## src/rtl/rom_ack_pkg.sv

```systemverilog
// Shared types for the ROM acknowledge generator.
// Assumes: nothing beyond IEEE 1800-2017.
package rom_ack_pkg;

    // Speed settings that were captured between bus cycles.
    typedef struct packed {
        logic slow;    // 1: low-speed tap in use
        logic extend;  // 1: one extra wait cycle in high-speed mode
    } speed_mode_t;

    // Mode in force directly after reset.
    localparam speed_mode_t MODE_AT_RESET = '{slow: 1'b1, extend: 1'b0};

endpackage

```

## src/rtl/strobe_delay_line.sv

```systemverilog
// Strobe delay line: shifts the asserted address strobe in once per clock.
// Tap i reads 1 once the strobe has been low for at least i+1 rising edges.
// Assumes: as_n is synchronous to clk. The line empties on the first edge
// that sees the strobe negated.
module strobe_delay_line #(
    parameter int DEPTH = 6
) (
    input  logic             clk,
    input  logic             rst_n,
    input  logic             as_n,
    output logic [DEPTH-1:0] taps
);

    logic [DEPTH-1:0] stage_q;

    // Stage 0 records the first asserted edge; it empties when the strobe negates.
    always_ff @(posedge clk) begin
        if (!rst_n || as_n) stage_q[0] <= 1'b0;
        else                stage_q[0] <= 1'b1;
    end

    // Later stages: each one follows its predecessor while the strobe stays low.
    generate
        for (genvar g = 1; g < DEPTH; g++) begin : g_stage
            always_ff @(posedge clk) begin
                if (!rst_n || as_n) stage_q[g] <= 1'b0;
                else                stage_q[g] <= stage_q[g-1];
            end

            // A later tap never leads an earlier one (timing of R2 rests on it).
            assert_thermometer_R2: assert property (
                @(posedge clk) disable iff (!rst_n) stage_q[g] |-> stage_q[g-1]
            );
        end
    endgenerate

    assign taps = stage_q;

endmodule

```

## src/rtl/speed_mode_latch.sv

```systemverilog
// Speed mode latch: captures the speed flag and the extend strap between
// bus cycles only, so that an access in progress keeps its delay.
// Assumes: low_speed and extend_wait are synchronous to clk.
module speed_mode_latch
    import rom_ack_pkg::*;
(
    input  logic        clk,
    input  logic        rst_n,
    input  logic        as_n,
    input  logic        low_speed,
    input  logic        extend_wait,
    output speed_mode_t mode
);

    speed_mode_t mode_q;

    // Capture the mode inputs only while the strobe is negated.
    always_ff @(posedge clk) begin
        if (!rst_n)    mode_q <= MODE_AT_RESET;
        else if (as_n) mode_q <= '{slow: low_speed, extend: extend_wait};
    end

    // The mode stays fixed across every edge that sees the strobe asserted.
    assert_mode_hold_R9: assert property (
        @(posedge clk) disable iff (!rst_n) !as_n |=> $stable(mode_q)
    );

    assign mode = mode_q;

endmodule

```

## src/rtl/ack_tap_select.sv

```systemverilog
// Acknowledge selection: picks the delay tap for the captured speed mode and
// gates the result with the ROM select and the live strobe.
// Assumes: SLOW_TAP and EXT_TAP both lie below DEPTH.
module ack_tap_select
    import rom_ack_pkg::*;
#(
    parameter int DEPTH    = 6,
    parameter int SLOW_TAP = 1,
    parameter int FAST_TAP = 4,
    parameter int EXT_TAP  = 5
) (
    input  logic [DEPTH-1:0] taps,
    input  speed_mode_t      mode,
    input  logic             as_n,
    input  logic             rom_sel,
    output logic [1:0]       ack_n
);

    logic fast_ready;
    logic tap_ready;

    // High-speed tap: the extended tap when the strap was captured.
    always_comb begin
        fast_ready = mode.extend ? taps[EXT_TAP] : taps[FAST_TAP];
    end

    // Pick the low-speed or high-speed tap.
    always_comb begin
        tap_ready = mode.slow ? taps[SLOW_TAP] : fast_ready;
    end

    // Drive the acknowledge: upper bit only for a live ROM cycle, lower bit idle.
    always_comb begin
        ack_n[1] = ~(tap_ready & rom_sel & ~as_n);
        ack_n[0] = 1'b1;
    end

endmodule

```

## src/rtl/rom_ack_gen.sv

```systemverilog
// ROM cycle acknowledge generator (top level).
// Delays the address strobe, chooses a tap by speed mode and answers ROM
// cycles with an active-low 16-bit-port acknowledge.
// Assumes: all inputs are synchronous to clk; reset is synchronous, active low.
module rom_ack_gen
    import rom_ack_pkg::*;
#(
    parameter int SLOW_TAP = 1,
    parameter int FAST_TAP = 4
) (
    input  logic       clk,
    input  logic       rst_n,
    input  logic       as_n,
    input  logic       rom_sel,
    input  logic       low_speed,
    input  logic       extend_wait,
    output logic [1:0] ack_n
);

    localparam int EXT_TAP = FAST_TAP + 1;
    localparam int DEPTH   = (EXT_TAP > SLOW_TAP) ? EXT_TAP + 1 : SLOW_TAP + 1;

    logic [DEPTH-1:0] taps;
    speed_mode_t      mode;

    strobe_delay_line #(.DEPTH(DEPTH)) i_delay (
        .clk   (clk),
        .rst_n (rst_n),
        .as_n  (as_n),
        .taps  (taps)
    );

    speed_mode_latch i_mode (
        .clk         (clk),
        .rst_n       (rst_n),
        .as_n        (as_n),
        .low_speed   (low_speed),
        .extend_wait (extend_wait),
        .mode        (mode)
    );

    ack_tap_select #(
        .DEPTH    (DEPTH),
        .SLOW_TAP (SLOW_TAP),
        .FAST_TAP (FAST_TAP),
        .EXT_TAP  (EXT_TAP)
    ) i_select (
        .taps    (taps),
        .mode    (mode),
        .as_n    (as_n),
        .rom_sel (rom_sel),
        .ack_n   (ack_n)
    );

    // A non-ROM cycle never gets an acknowledge.
    assert_no_ack_non_rom_R7: assert property (
        @(posedge clk) disable iff (!rst_n) !rom_sel |-> ack_n[1]
    );

    // A negated strobe always sees the acknowledge released.
    assert_release_on_negate_R8: assert property (
        @(posedge clk) disable iff (!rst_n) as_n |-> ack_n[1]
    );

    // No acknowledge on the strobe's first edge, nor on the edge after it.
    assert_no_early_ack_R3: assert property (
        @(posedge clk) disable iff (!rst_n) $fell(as_n) |-> ack_n[1]
    );
    assert_min_wait_R3: assert property (
        @(posedge clk) disable iff (!rst_n) $fell(as_n) |=> ack_n[1]
    );

endmodule

```

## config.mk

```make
export PLATFORM = sky130hd
export DESIGN_NAME = rom_ack_gen
export DESIGN_NICKNAME = d
export VERILOG_FILES = /design/src/rtl/rom_ack_pkg.sv /design/src/rtl/strobe_delay_line.sv /design/src/rtl/speed_mode_latch.sv /design/src/rtl/ack_tap_select.sv /design/src/rtl/rom_ack_gen.sv
export SDC_FILE = /design/constraint.sdc
export NUM_CORES = 1
export LEC_CHECK = 0
export BUFFER_PORTS_ARGS = -buffer_cell sky130_fd_sc_hd__buf_4
export CORE_AREA = 2 2 39 41
export DETAILED_ROUTE_END_ITERATION = 10
export DIE_AREA = 0 0 41 43
export GPL_TIMING_DRIVEN = 0
export PLACE_DENSITY = 0.47
export SKIP_CTS_REPAIR_TIMING = 1
export SLEW_MARGIN = 20
export SYNTH_ARGS = -nofsm -noshare
export SYNTH_HDL_FRONTEND = slang
export SYNTH_HIERARCHICAL = 1
export SYNTH_SLANG_ARGS = --single-unit
```

## constraint.sdc

```tcl
create_clock -name clk -period 1 [get_ports clk]
set_input_delay 0 -clock clk [delete_from_list [all_inputs] [get_ports clk]]
set_output_delay 0 -clock clk [all_outputs]
set_load 0.01 [all_outputs]
```

# Yosys cells after proc, flatten, opt, wreduce, memory -nomap -nowiden
# Cells that the tools add are included.
[classes] addsub=0 n_mul=0 div=0 n_lt_le_gt_ge=0 n_eq_ne=0 shifts=0 muxes=3 n_bitwise=4 reduce_logical=2
[op_table] operator="$mux W1" n=3
[op_table] operator="$and A1 B1 Y1" n=2
[op_table] operator="$not A1 Y1" n=2
[op_table] operator="$logic_not A1 Y1" n=1
[op_table] operator="$logic_or A1 B1 Y1" n=1
[word_totals] regBits=8 latchBits=0 mem_bits_rw=0 romBits=0 output_inout_bits=2 word_cells=17 memories=0

# Logic depth before layout (Yosys ltp)
# Gate-level depths: netlist of run 1.
[logic_depth] depth_word=5 depth_mapped=2 depth_no_buf=2

# Modules after synthesis
# The synthesis of run 1 kept the hierarchy.
[modules_own_cells] module="strobe_delay_line" n_inst=1 cells_per_inst=12 area_each_um2=170.2 seq_area_each_um2=120.1
[modules_own_cells] module="speed_mode_latch" n_inst=1 cells_per_inst=6 area_each_um2=70.1 seq_area_each_um2=40.0
[modules_own_cells] module="ack_tap_select" n_inst=1 cells_per_inst=6 area_each_um2=47.5 seq_area_each_um2=0.0

# Worst setup path before layout of run 1
# Ideal clock, no wire load.
[synth_timing] path_type="flip-flop to output port" startpoint="register i_mode.mode_q (netlist bit i_mode/mode[0])" endpoint="output port ack_n[1]" arrival_time_ns=0.844 required_ns=1.000 setup_slack_ns=0.156 path_stages_with_launch=3 cell_sequence="dfxtp_1 -> mux2_1 -> o2111ai_2"
[synth_via] elab_chain_cells=5
[synth_lines] element="from (decl)" line_no="speed_mode_latch.sv:15" rtl="speed_mode_t mode_q;"
[synth_lines] element="from (signal assigned)" line_no="speed_mode_latch.sv:20" rtl="else if (as_n) mode_q <= '{slow: low_speed, extend: extend_wait};"
[synth_lines] element="$mux W1" line_no="ack_tap_select.sv:24" rtl="fast_ready = mode.extend ? taps[EXT_TAP] : taps[FAST_TAP];"
[synth_lines] element="$mux W1" line_no="ack_tap_select.sv:29" rtl="tap_ready = mode.slow ? taps[SLOW_TAP] : fast_ready;"
[synth_lines] element="$and A1 B1 Y1 (2 in series)" line_no="ack_tap_select.sv:34" rtl="ack_n[1] = ~(tap_ready & rom_sel & ~as_n);"
[synth_lines] element="$not A1 Y1" line_no="ack_tap_select.sv:34"
[synth_lines] element="to (decl)" line_no="rom_ack_gen.sv:17" rtl="output logic [1:0] ack_n"
# Every way passes these cells.

# Worst setup path in the final report of run 1
# Same ends and word-level chain as after synthesis.

==> results of run 1 <==
## area by class of cell
type | instances | area (µm²) | area share, %
sequential | 8 | 161 | 39.3
multi-input combinational | 14 | 120 | 29.3
timing repair buffer | 9 | 75.1 | 18.3
clock buffer | 3 | 22.5 | 5.49
tap | 16 | 20.0 | 4.88
buffer | 1 | 7.51 | 1.83
inverter | 1 | 3.75 | 0.915
## path summary, 6_finish.rpt
kind | from | to | slack, ps | depth (start not counted)
min reg2reg | i_delay/taps[2] | i_delay/taps[3] | 470 | 1
max | i_mode/mode[0] | ack_n[1] | -210 | 3
min | extend_wait | i_mode/mode[0] | 7 | 3
max reg2reg | i_mode/mode[1] | i_mode/mode[1] | 380 | 2
## logic make-up (layout without fill, tap and decap cells)
kind of cell,Yosys count,count (layout),synth area share (%)
other cells,1,1,1.30
compound gates,1,1,5.22
buf+inv,2,14,3.91
mux,3,3,10.9
simple gates,9,9,23.0
flops,8,8,55.7
## cells in the final DEF, fill, tap and decap left out
master and count:
buf_4 7, and3b_1 5, mux2_4 1, nor2b_1 2
nand2b_1 1, mux2i_1 2, clkbuf_4 3, dfxtp_2 1
inv_1 1, conb_1 1, o2111ai_2 1, dlygate4sd3_1 3
dfxtp_1 7, nand2_1 1
## cells in the mapped netlist
master,n
dfxtp_1,8
and3b_1,5
mux2i_1,2
nor2b_1,2
buf_4,1
conb_1,1
inv_1,1
mux2_1,1
nand2_1,1
nand2b_1,1
o2111ai_2,1
## sequential cells by signal, summed over array words and instances (netlist names)
name          count
i_delay/taps      6
i_mode/mode       2
## where the power goes
part,switching [mW],leakage [nW],internal (mW)
registers,0.00495,0.0656,0.328
logic,0.0219,0.121,0.0362
clock network,0.107,0.0138,0.137
total,0.134,0.200,0.502
## per-stage QoR
stage	setup TNS, ps	hold slack [ps]	power, mW	area (µm²)	util (%)
after global routing	-272	22.4	0.677	410	29.7
after floorplan	0	61.4	0.360	288	-
after CTS	-252	-44.1	0.637	375	27.1
after detailed placement	0	221	0.388	353	25.5
final	-214	6.60	0.636	410	29.7
after global placement	0	214	0.385	353	25.5
## worst register-to-register path, delay by kind of cell, from the launching register on
| family | cells | cell delay [ps] |
|---|---|---|
| muxes | 1 | 130 |
| DFF | 1 | 330 |
| and+or+nand+nor | 1 | 60 |
## routing by layer
metal	GRT usage, %	wire length, µm
met5	0	0
met4	8.00	22
met3	6.28	51
met2	10.9	261
met1	7.12	225
==> reports/results.md, run 1 <==
### Outcome
• **status** finished, violations left
• **violations in the final reports** negative setup slack

### Floorplanning
• **placeable core region** 1380 µm²
• **area enclosed by the die boundary** 1760 µm²
• **die height** 43 µm
• **horizontal die dimension** 41 µm
• **effective utilization at floorplan** 20.8%
• **standard-cell rows** 14
• **# IOs** 8

### Flow run
• **count of max-cap constraint violations** 0

### STA
• **final slew viol count** 0
• **final setup vio count** 1
• **Highest Clock Rate** 0.824 GHz
• **minimum clock period after layout** 1210 ps
• **final critical-path setup slack** -214 ps
• **final worst path period share** 121%
• **RSZ-0062 raised after global routing** true
• **Worst Clk Skew** 2.83 ps
• **Final Hold Violating Endpoints** 0

### Worst setup path
• **ordered list of cells on the worst path** mux2_4 > o2111ai_2 > buf_4
• **Worst path max stage delay** 330 ps
• **Startpoint Class** register
• **crit path capture type** output pin
• **CP Max Fanout** 2
• **arrival time at the worst endpoint** 1210 ps
• **required time of the critical path** 1000 ps
• **Top Family by Delay on Critical Path** flip-flops
• **Buf+Inv Stages, Crit Path** 1
• **critical path class** reg -> out
• **slowest CP cell** dfxtp_2

### GRT
• **maximum number of pins on one net before global-route repair** 10
• **wire length of the first global-routing pass** 848 µm
• **number of global-route vias before repair** 205
• **overall track demand over capacity in global routing** 8.15%
• **aggregate global routing overflow** 0
• **initial antenna violation count** 0

### Pwr
• **Worst VDD drop** 542 µV
• **Static Leak** 0.200 nW
• **power per cell area** 1550 nW/µm²

### Placement
• **placement-stage worst setup slack** 33.8 ps
• **number of port buffers** 6
• **half-perimeter wire length after placement** 372 µm
• **Inst Count DP** 46
• **final RePlAce weighted congestion** 0.701

### CTS
• **clock transition time at the flip-flop clock pins of the worst setup and hold paths** 50 ps
• **Clk Latency, worst-skew pair** 250 ps
• **cts bufs inserted** 3
• **buffer type at the clock tree root** clkbuf_4
• **maximum clock path buffer count** 2
• **clock tree from TritonCTS** done
• **clk sink count** 8
• **H-tree Lvls** 1

### Synth
• **Syn Nets** 30
• **average instance area after synthesis** 12.0 µm²
• **count of cell types in the netlist** 11
• **largest cells by area after synthesis** dfxtp_1 (56%), and3b_1 (15%), mux2i_1 (7.0%)
• **sequential element share of the synthesized area** 55.7%
• **cell type with the highest aggregate area in the netlist** dfxtp_1
• **cell area after synthesis** 288 µm²
• **number of synthesized register bits** 8
• **instance count of the mapped netlist** 24
• **share of the synthesized area in the top cell type** 55.7%
• **number of warnings issued by yosys** 6

### Final layout
• **Layout area overhead** 42.6%
• **Post-layout nets** 44
• **post-route insts no fill** 52
• **# fillers** 151
• **fraction of final layout cells sized beyond drive strength 1** 36.1%
• **Ant. Diodes** 0

### Route
• **final routed wire length divided by cell count** 10.8 µm
• **total wire length after detailed routing** 560 µm
• **DRC violations left** 0
• **number of vias after detailed routing** 220
• **DRC violation total after the first TritonRoute iteration** 1
• **routed vias/inst** 4.23
• **number of iterations in the first detailed-routing pass** 3
• **Post-DRT Antenna Nets** 0

### Hold path
• **HP Class** in -> reg

No activity file was read; power rests on OpenSTA's default activity.
==> run 2, diff against run 1 <==
- ABC_AREA: default -> 1
- PLACE_DENSITY: 0.47 -> 0.42
==> run 2 against run 1 <==
Against the previous run:
- the run now ends clean
- maximum frequency is 33% higher
- via count is 7.3% higher
- critical path depth is 2 higher
- largest cell class unchanged
- sequential cell count stayed put
- register-to-register slack better by 60 ps
- wire length is 21% lower
- global-route usage is 0.91 points lower
- clock skew is 0.55 ps lower
- total power is 1.1% lower
- critical path type unchanged
- sequential share of layout area is 0.30 points higher
- clock power is 4% lower
- core utilization stayed put
==> reports/results.md, run 2 <==
### CTS
• **maximum clock path buffer count** 2
• **clock tree from TritonCTS** done
• **clock transition time at the flip-flop clock pins of the worst setup and hold paths** 50 ps
• **clk sink count** 8
• **H-tree Lvls** 1
• **cts bufs inserted** 3
• **Clk Latency, worst-skew pair** 250 ps
• **buffer type at the clock tree root** clkbuf_4

### Synth
• **EDFF count, synth** 0
• **largest cells by area after synthesis** dfxtp_1 (54%), inv_1 (15%), nor2_1 (11%)
• **largest family of logic cells by synthesized area** simple AND/OR/NAND/NOR gates
• **Synth Area in Compound Gates** 0%
• **share of the synthesized area in the top cell type** 54.0%
• **number of synthesized register bits** 8
• **sequential element share of the synthesized area** 54.0%
• **simple-gate area share of the yosys netlist** 27.0%
• **count of cell types in the netlist** 8
• **cell type with the highest aggregate area in the netlist** dfxtp_1
• **FFs w/ async S/R, synth** 0%
• **post-synthesis share of cell area spent on full adders, half adders and majority gates** 0%
• **cell area after synthesis** 297 µm²
• **instance count of the mapped netlist** 42
• **most frequent cells after synthesis** inv_1 (12), nor2_1 (9), dfxtp_1 (8), nand2_1 (8), nand3_1 (2)
• **most repeated cell in the gate-level netlist after synthesis** inv_1
• **average instance area after synthesis** 7.06 µm²
• **Syn Nets** 48
• **predominant post-synthesis flop cell** dfxtp_1
• **synthesized-area fraction occupied by xor and xnor cells** 0%
• **number of warnings issued by yosys** 6
• **multiplexer share of the synthesized area** 0%

### Worst setup path
• **crit path capture type** output pin
• **cell repeated most along the worst path** nor2_1
• **CP Max Fanout** 2
• **arrival time at the worst endpoint** 910 ps
• **slowest CP cell** dfxtp_2
• **Buf+Inv Stages, Crit Path** 2
• **Top Family by Delay on Critical Path** flip-flops
• **beginning of the worst register-to-register path** i_mode/mode[0]
• **required time of the critical path** 1000 ps
• **startpoint of the worst setup timing path** i_mode/mode[1]
• **Startpoint Class** register
• **Worst path max stage delay** 320 ps
• **ordered list of cells on the worst path** inv_2 > nor2_1 > nor2_1 > nand2_1 > buf_6
• **critical path class** reg -> out

### Route
• **total wire length after detailed routing** 441 µm
• **number of vias after detailed routing** 236
• **final routed wire length divided by cell count** 6.39 µm
• **Post-DRT Antenna Nets** 0
• **DRC violations left** 0
• **routed vias/inst** 3.42
• **DRC violation total after the first TritonRoute iteration** 1
• **number of iterations in the first detailed-routing pass** 2

### Hold path
• **launch instance of the worst min-delay path** as_n
• **HP Class** in -> reg

### Pwr
• **Worst VDD drop** 732 µV
• **Static Leak** 0.200 nW
• **power per cell area** 1530 nW/µm²
• **total power** 629 µW

### Final layout
• **# fillers** 154
• **Ant. Diodes** 0
• **number of flip-flops in the largest register** 6
• **Layout area overhead** 38.4%
• **post-route insts no fill** 69
• **commonest non-fill, non-tap cells in the layout** inv_1 (11), nor2_1 (9), nand2_1 (8)
• **Post-layout nets** 61
• **leading cell type in the layout, fill and taps excluded** inv_1
• **utilization of the core after routing** 29.7%
• **fraction of final layout cells sized beyond drive strength 1** 26.4%

### Placement
• **half-perimeter wire length after placement** 316 µm
• **final RePlAce weighted congestion** 0.588
• **Inst Count DP** 64
• **number of port buffers** 6

### Floorplanning
• **horizontal die dimension** 41 µm
• **area enclosed by the die boundary** 1760 µm²
• **# IOs** 8
• **standard-cell rows** 14
• **effective utilization at floorplan** 21.4%
• **die height** 43 µm
• **placeable core region** 1380 µm²

### STA
• **hold_ws** 10.1 ps
• **RSZ-0062 raised after global routing** true
• **final slew viol count** 0
• **Highest Clock Rate** 1.09 GHz
• **minimum clock period after layout** 914 ps
• **final worst path period share** 91.4%
• **Final Hold Violating Endpoints** 0
• **final setup vio count** 0
• **Worst Clk Skew** 2.28 ps

### GRT
• **wire length of the first global-routing pass** 710 µm
• **maximum number of pins on one net before global-route repair** 7
• **overall track demand over capacity in global routing** 7.24%
• **aggregate global routing overflow** 0
• **number of global-route vias before repair** 203
• **initial antenna violation count** 0

### Outcome
• **status** finished, final reports clean

### Flow run
• **count of max-cap constraint violations** 0

[run 2: area by class of cell]
type | count | area, µm² | area share [%]
timing repair buffer | 8 | 68.8 | 16.8
tap | 16 | 20.0 | 4.88
buffer | 1 | 7.51 | 1.83
inverter | 12 | 45.0 | 11.0
sequential | 8 | 163 | 39.6
clock buffer | 3 | 22.5 | 5.49
multi-input combinational | 21 | 83.8 | 20.4
[run 2: path summary, 6_finish.rpt]
check,endpoint,slack [ps],cells after the start
worst min register to register,i_delay/taps[4],400,2
worst max-delay path,ack_n[1],90,5
worst min-delay path,i_mode/mode[1],10,3
worst max register to register,i_mode/mode[0],440,2
[run 2: per-stage QoR]
| step | worst slack [ps] | setup TNS, ps | area, µm² |
|---|---|---|---|
| after floorplan | 447 | 0 | 297 |
| after global placement | 329 | 0 | 362 |
| after detailed placement | 330 | 0 | 362 |
| after CTS | 50.9 | 0 | 384 |
| after global routing | -4.23 | -4.23 | 410 |
| final | 86.4 | 0 | 410 |
[run 2: report_power, final]
group / switching (mW) / total (mW) / internal [mW]
logic: 0.0262 / 0.0591 / 0.0329
registers: 0.00479 / 0.335 / 0.330
clock network: 0.0983 / 0.235 / 0.137
[run 2: kinds of logic after synthesis]
family,Yosys count
AND/OR/NAND/NOR,20
buffers and inverters,13
other,1
flip-flops,8
[run 2: worst reg2reg max path, delay by kind of cell (launching register included)]
kind	cells	cell delay, ps
flip-flops	1	320
AND/OR/NAND/NOR	2	140
[run 2: per-layer routing]
layer  vias to the layer above  global-route usage [%]  share of wire, %
met2                         8                    7.50                37
met3                         2                    9.42                11
li1                        136                       -                 -
met4                         0                    6.00               2.3
met1                        90                    6.80                49
met5                         -                       0                 0
==> run 3, diff against run 2 <==
- PLACE_DENSITY: 0.42 -> 0.44
- clock period: 1 -> 0.8 ns (I/O delays scaled with it)
==> run 3 against run 2 <==
Against the previous run:
- the run now ends with negative setup slack left
- cell area shrank 0.31%
- non-clock buffer count is the same
- die area is the same
- first-iteration DRC count shrank 100%
- final cell count is the same
- worst hold slack gained 1.7 ps
- count of clock-buffer cells in the layout is the same
- critical path type unchanged
==> reports/results.md, run 3 (synthesized netlist as in run 2, its figures left out) <==
### Outcome
• **status** finished, violations left
• **violations in the final reports** negative setup slack

### Final layout
• **Post-layout nets** 61
• **post-route insts no fill** 69
• **register area** 163 µm²
• **commonest non-fill, non-tap cells in the layout** inv_1 (11), nor2_1 (8), nand2_1 (8)
• **combined area of the multi-input logic cells** 86.3 µm²
• **Layout area overhead** 38.0%
• **fraction of final layout cells sized beyond drive strength 1** 28.3%
• **# fillers** 167
• **Ant. Diodes** 0
• **number of flip-flops in the largest register** 6
• **leading cell type in the layout, fill and taps excluded** inv_1

### Placement
• **number of port buffers** 6
• **placement-stage worst setup slack** 130 ps
• **Inst Count DP** 64
• **final RePlAce weighted congestion** 0.619
• **half-perimeter wire length after placement** 369 µm

### GRT
• **aggregate global routing overflow** 0
• **number of global-route vias before repair** 200
• **wire length of the first global-routing pass** 876 µm
• **maximum number of pins on one net before global-route repair** 7
• **overall track demand over capacity in global routing** 8.37%
• **initial antenna violation count** 0

### STA
• **Final Hold Violating Endpoints** 0
• **Highest Clock Rate** 1.08 GHz
• **Worst Clk Skew** 6.85 ps
• **RSZ-0062 raised after global routing** true
• **final worst path period share** 116%
• **minimum clock period after layout** 927 ps
• **final slew viol count** 0
• **final setup vio count** 1
• **final critical-path setup slack** -127 ps

### CTS
• **Clk Latency, worst-skew pair** 250 ps
• **clk sink count** 8
• **maximum clock path buffer count** 2
• **clock tree from TritonCTS** done
• **cts bufs inserted** 3
• **buffer type at the clock tree root** clkbuf_4
• **H-tree Lvls** 1
• **clock transition time at the flip-flop clock pins of the worst setup and hold paths** 60 ps

### Route
• **DRC violations left** 0
• **number of vias after detailed routing** 248
• **number of iterations in the first detailed-routing pass** 1
• **DRC violation total after the first TritonRoute iteration** 0
• **routed vias/inst** 3.59
• **Post-DRT Antenna Nets** 0
• **final routed wire length divided by cell count** 7.25 µm
• **total wire length after detailed routing** 500 µm

### Worst setup path
• **required time of the critical path** 800 ps
• **minimum setup slack among reg-to-reg paths** 240 ps
• **critical path class** reg -> out
• **Startpoint Class** register
• **arrival time at the worst endpoint** 930 ps
• **crit path capture type** output pin
• **CP Max Fanout** 2
• **number of cells on the worst reg-to-reg path** 2

### Floorplanning
• **horizontal die dimension** 41 µm
• **area enclosed by the die boundary** 1760 µm²
• **effective utilization at floorplan** 21.4%
• **die height** 43 µm
• **standard-cell rows** 14
• **placeable core region** 1380 µm²
• **# IOs** 8

### Pwr
• **Worst VDD drop** 739 µV
• **Static Leak** 0.199 nW
• **total power** 803 µW
• **power per cell area** 1960 nW/µm²

### Flow run
• **count of max-cap constraint violations** 0

### Hold path
• **HP Class** in -> reg
• **number of instances on the worst hold path** 3

[run 3: worst paths after layout]
path,from,end
worst max-delay path,i_mode/mode[1],ack_n[1]
worst min-delay path,as_n,i_mode/mode[0]
worst max register to register,i_mode/mode[0],i_mode/mode[0]
worst min register to register,i_delay/taps[3],i_delay/taps[4]
[run 3: layer usage]
layer	GRT usage, %	wire, µm	up-vias
met1	8.79	228	105
met3	7.85	31	2
li1	-	-	136
met2	10.0	232	5
met5	0	0	-
met4	6.00	8	0
[run 3: cell type report]
cell class,count,share of cell area [%]
clock buffers,3,5.50
inverters,12,11.0
flip-flops and latches,8,39.8
well taps,16,4.89
plain buffers,1,1.83
multi-input cells,21,21.1
repair buffers,8,15.9
[run 3: worst max-delay path: stages (launching register included)]
cell and delay [ps]:
dfxtp_2 320, inv_2 60, nor2_2 30, nor2_1 70, nand2_1 50, buf_4 130
[run 3: power breakdown]
| part | internal, mW | switching [mW] |
|---|---|---|
| clock network | 0.172 | 0.138 |
| registers | 0.412 | 0.00622 |
| logic | 0.0409 | 0.0345 |
| total | 0.625 | 0.178 |
[run 3: metrics by stage]
step / TNS [ps] / hold slack, ps / util (%) / area [µm²]
after floorplan: 0 / 84.1 / - / 297
after global placement: 0 / 225 / 26.1 / 362
after detailed placement: 0 / 224 / 26.1 / 362
after CTS: -152 / -40.6 / 27.8 / 384
after global routing: -220 / 24.3 / 29.6 / 409
final: -127 / 11.8 / 29.6 / 409
